==> config.mk <==
export PLATFORM = sky130hd
export DESIGN_NAME = rtc_regbank
export DESIGN_NICKNAME = d
export VERILOG_FILES = /design/src/rtl/rtc_regbank.sv
export SDC_FILE = /design/constraint.sdc
export NUM_CORES = 1
export LEC_CHECK = 0
export CAP_MARGIN = 10
export CELL_PAD_IN_SITES_DETAIL_PLACEMENT = 0
export CELL_PAD_IN_SITES_GLOBAL_PLACEMENT = 1
export CORE_MARGIN = 4
export CORE_UTILIZATION = 46
export CTS_CLUSTER_DIAMETER = 80
export DETAILED_ROUTE_END_ITERATION = 8
export PLACE_DENSITY = 0.8
export SLEW_MARGIN = 15
export SYNTH_ARGS = -nofsm -noshare
export SYNTH_HDL_FRONTEND = slang
export SYNTH_SLANG_ARGS = --single-unit
==> constraint.sdc <==
create_clock -name clk -period 2.65 [get_ports clk]
set_input_delay 0.53 -clock clk [delete_from_list [all_inputs] [get_ports clk]]
set_output_delay 0.53 -clock clk [all_outputs]
set_load 0.1 [all_outputs]
==> src/rtl/rtc_regbank.sv <==
module rtc_regbank #(
  parameter int AW     = 8,
  parameter int DW     = 8,
  parameter int CLKB   = 8,
  parameter int LAST   = 'h37,
  parameter int CTRL   = 'h0C,
  parameter int PROT_B = 6
) (
  input  logic               clk,
  input  logic               rst_n,
  input  logic               start_i,
  input  logic               rd_dir_i,
  input  logic               stop_i,
  input  logic               addr_load_i,
  input  logic [AW-1:0]      addr_i,
  input  logic               wr_i,
  input  logic [DW-1:0]      wdata_i,
  input  logic               rd_i,
  input  logic [CLKB*DW-1:0] live_time_i,
  output logic [DW-1:0]      rdata_o,
  output logic               rvalid_o,
  output logic               tload_o,
  output logic [$clog2(CLKB)-1:0] tload_idx_o,
  output logic [DW-1:0]      tload_data_o
);
  localparam int CW   = $clog2(CLKB);
  localparam int NREG = LAST - CLKB + 1;
  localparam int RW   = $clog2(NREG + CLKB);

  logic [DW-1:0]      regs [NREG];
  logic [CLKB*DW-1:0] snap;
  logic [AW-1:0]      ptr;
  logic               rd_act;

  wire          in_clk  = ptr < AW'(CLKB);
  wire          in_reg  = !in_clk && ptr <= AW'(LAST);
  wire [RW-1:0] ridx    = RW'(ptr) - RW'(CLKB);
  wire          prot    = regs[CTRL-CLKB][PROT_B];
  wire [AW-1:0] ptr_nxt = (ptr >= AW'(LAST)) ? '0 : ptr + 1'b1;
  wire          rd_ok   = rd_i && rd_act;
  wire          rd_open = start_i && rd_dir_i;

  logic [DW-1:0] rd_byte;
  always_comb begin
    rd_byte = '0;
    if (in_clk)      rd_byte = snap[{ptr[CW-1:0], 3'b000} +: DW];
    else if (in_reg) rd_byte = regs[ridx];
  end

  always_ff @(posedge clk or negedge rst_n) begin
    if (!rst_n) begin
      ptr          <= '0;
      snap         <= '0;
      rd_act       <= 1'b0;
      rdata_o      <= '0;
      rvalid_o     <= 1'b0;
      tload_o      <= 1'b0;
      tload_idx_o  <= '0;
      tload_data_o <= '0;
      for (int i = 0; i < NREG; i++) regs[i] <= '0;
    end else begin
      tload_o  <= 1'b0;
      rvalid_o <= 1'b0;
      if (start_i) rd_act <= rd_dir_i;
      else if (stop_i) rd_act <= 1'b0;
      if (rd_open) snap <= live_time_i;
      if (addr_load_i) begin
        ptr <= addr_i;
      end else if (wr_i) begin
        if (in_clk && prot) begin
          tload_o      <= 1'b1;
          tload_idx_o  <= ptr[CW-1:0];
          tload_data_o <= wdata_i;
        end else if (in_reg) begin
          regs[ridx] <= wdata_i;
        end
        ptr <= ptr_nxt;
      end else if (rd_ok) begin
        rdata_o  <= rd_byte;
        rvalid_o <= 1'b1;
        ptr      <= ptr_nxt;
      end
    end
  end

  a_r1_blocked_write: assert property (@(posedge clk) disable iff (!rst_n)
    (wr_i && !addr_load_i && in_clk && !prot) |=> !tload_o);

  a_r2_load_from_write: assert property (@(posedge clk) disable iff (!rst_n)
    tload_o |-> ($past(wr_i) && $past(prot)));

  a_r8_wrap: assert property (@(posedge clk) disable iff (!rst_n)
    (ptr == AW'(LAST) && !addr_load_i && (wr_i || rd_ok)) |=> ptr == '0);

  a_r6_snap_frozen: assert property (@(posedge clk) disable iff (!rst_n)
    (rd_act && !rd_open) |=> $stable(snap));

  a_r5_stray_read: assert property (@(posedge clk) disable iff (!rst_n)
    (rd_i && !rd_act && !addr_load_i && !wr_i) |=> (!rvalid_o && $stable(ptr)));
endmodule

==> results.json <==
{
  "start_util": 0.469,
  "die_y_um": 227,
  "drcViolationCount": 0,
  "syn_avg_cell_area_um2": 13.6,
  "stdcell_area_um2": 27200,
  "final_hold_viol_count": 0,
  "row_count": 79,
  "gp_congestion": 0.931,
  "synth-edff-count": 0,
  "cts_buffers": 51,
  "ant_nets": 0,
  "die_w_um": 227,
  "synth-xor-area-share": 0.000797,
  "cts_buffer_depth": 3,
  "drtIter0Drc": 1372,
  "cp-start-kind": "flop",
  "synth-simple-area-share": 0.0483,
  "crit_arrival_ns": 3.06,
  "cts_tree": "yes",
  "synth_adder_area_share": 0.00171,
  "placed_area_um2": 25400,
  "fin_util": 0.580,
  "slowest_stage": "dfrtp_4",
  "routedWlPerCell_um": 26.0,
  "muxShareOfSynthArea": 0.304,
  "finalSetupViolations": 0,
  "track_usage": 0.256,
  "cap_violations": 0,
  "yosysMostFrequentCell": "mux2_2",
  "cts-root-buf": "clkbuf_16",
  "power_mw": 19.6,
  "fill_cells": 3774,
  "vias": 15100,
  "p_per_area_nw_per_um2": 720,
  "async_flop_share": 1.00,
  "synth_cells": 1621,
  "yosys-top-cells-area": "dfrtp_1, mux2_2, mux4_2",
  "cp_max_fo": 18,
  "synth_top_family_by_area": "multiplexers",
  "report.final.slew_viol_count": 0,
  "yosysSeqAreaShare": 0.544,
  "grt_antenna_before_repair": 1,
  "synth_seq_cells": 478,
  "synth_compound_area_frac": 0.0777,
  "crit_path_frequent_cell": "buf_4",
  "synth.distinct_cells": 64,
  "grt.overflow.total": 0,
  "grt_pass1_wl_um": 99400,
  "path_delay_family": "compound AO/OA/AOI/OAI gates",
  "worst_pin_slew_ns": 0.688,
  "drt-total-wl_um": 64900,
  "die-area_um2": 51400,
  "nets": 1940,
  "drive_gt1_frac": 0.464,
  "critPathMaxStageDelay_ns": 0.63,
  "ys_top_cells_by_count": "mux2_2, dfrtp_1, nand2_1",
  "yosys.area.top_type_share": 0.544,
  "clock_sinks": 478,
  "critPathRequiredTime_ns": 3.12,
  "ios": 109,
  "port-buffer-count": 108,
  "diodes": 0,
  "cts.clk_slew.worst_paths_ns": 0.06,
  "outcome": "finished clean",
  "crit_type": "reg -> reg",
  "finalClockSkew_ns": 0.00930,
  "max-slew-margin-rel": 0.541,
  "synth_top_cell_by_area": "dfrtp_1",
  "cp-end-kind": "flop",
  "ys_warn_count": 0,
  "ir_drop_mv": 0.570,
  "area_delta_synth_final_pct": 23.7,
  "ys_dominant_reg_cell": "dfrtp_1",
  "fmax_mhz": 386,
  "htree_levels": 2,
  "crit_chain": "nor2b_2 -> buf_4 -> buf_4 -> o2bb2ai_1 -> a211o_1 -> a31oi_1 -> a2111oi_2 -> buf_4 -> o22a_1",
  "drt_first_pass_iters": 5,
  "rsz0062_at_grt": "no",
  "hold_path_class": "in -> reg",
  "fin_crit_sh": 0.979,
  "via_per_inst": 6.06,
  "hpwl_um": 44800,
  "crit_buf_inv": 3,
  "syn_area_um2": 22000,
  "grt_pass1_vias": 16000,
  "total_leakage_power_nw": 12.8,
  "core_area_um2": 46900,
  "syn_nets": 1712,
  "grt_max_degree": 66,
  "worstSkewPairLatency_ns": 0.59,
  "min_period_ns": 2.59
}
==> metrics by stage <==
| step | cells | TNS, ns | hold slack (ns) | setup slack (ns) |
|---|---|---|---|---|
| after floorplan | 1621 | -13.31 | 0.234 | -0.115 |
| after global placement | 2402 | -7.15 | 0.460 | -0.0636 |
| after detailed placement | 2402 | -7.19 | 0.468 | -0.0862 |
| after CTS | 2498 | 0 | 0.386 | 0.0320 |
| after global routing | 2498 | 0 | 0.409 | 0.0131 |
| final | 2498 | 0 | 0.414 | 0.0561 |
==> flip-flops by register name, summed over array words and instances (netlist names) <==
name and count:
rdata_o 8, rd_act 1, tload_idx_o 3, ptr 8, snap 64, regs 383
prot 1, tload_o 1, tload_data_o 8, rvalid_o 1
==> timing repair <==
| item | 4_1_cts | 5_1_grt |
|---|---|---|
| endpoints found under the hold margin | 53 | 0 |
| cloned | 0 | 0 |
| buffers inserted | 0 | 0 |
| hold buffers | 1 | 0 |
| endpoints found under the setup margin | 1 | 124 |
| resized for setup | 2 | 6 |
==> worst register-to-register path, cell delays in order, from the launching register on <==
cell       delay, ns
dfrtp_4         0.63
nor2b_2         0.27
buf_4           0.15
buf_4           0.18
o2bb2ai_1       0.19
a211o_1         0.32
a31oi_1         0.34
a2111oi_2       0.08
buf_4           0.16
o22a_1          0.16
==> kinds of logic after synthesis <==
kind of cell    count (synthesis)
compound gates                236
xor+xnor                        2
fa+ha+maj                       3
buf+inv                       124
flops                         478
mux                           570
simple gates                  208
==> power by group <==
part           switching (mW)  leakage, nW  total [mW]  internal [mW]
Sequential              0.416         6.46        8.39           7.97
Combinational            2.21         5.44        3.90           1.69
Clock                    2.92        0.853        7.28           4.36
Total                    5.55         12.8        19.6           14.0
==> metal layers <==
metal / GRT usage / up-vias / share of wire / wire length [um]
met2: 0.403 / 575 / 0.47 / 30400
met1: 0.366 / 7939 / 0.44 / 28200
met4: 0.0778 / 2 / 0.026 / 1660
li1: - / 6501 / - / -
met5: 0 / - / 0.00020 / 13
met3: 0.0460 / 111 / 0.070 / 4540
==> path summary, 6_finish.rpt <==
| path | startpoint | to | slack, ns | depth (start not counted) |
|---|---|---|---|---|
| worst max register to register | ptr[0] | rdata_o[4] | 0.06 | 9 |
| worst min-delay path | wdata_i[0] | tload_data_o[0] | 0.41 | 4 |
| min in group asynchronous | rst_n | regs[207] | 0.51 | 2 |
| worst min register to register | tload_data_o[5] | tload_data_o[5] | 0.48 | 2 |
| max in group asynchronous | rst_n | tload_o | 1.29 | 4 |
| worst max-delay path | ptr[0] | rdata_o[4] | 0.06 | 9 |
==> final cells by class <==
class,count,area (um2),area share
well taps,607,759,0.0279
flip-flops and latches,478,12000,0.440
clock inverters,17,191,0.00704
multi-input cells,1019,9590,0.353
clock buffers,78,1530,0.0563
repair buffers,291,3110,0.114
inverters,8,30.0,0.00110
==> placed cells by master, fill, tap and decap left out, types with 30 or more instances in the layout <==
cell and instances:
a221oi_1 30, clkdlybuf4s50_1 78, mux4_2 30, clkbuf_16 53
mux2_2 490, nand2_1 78, mux2i_1 50, nor2_1 30
buf_12 59, buf_4 144, o21ai_0 38, dfrtp_1 475
(Power assumes the default switching activity.)
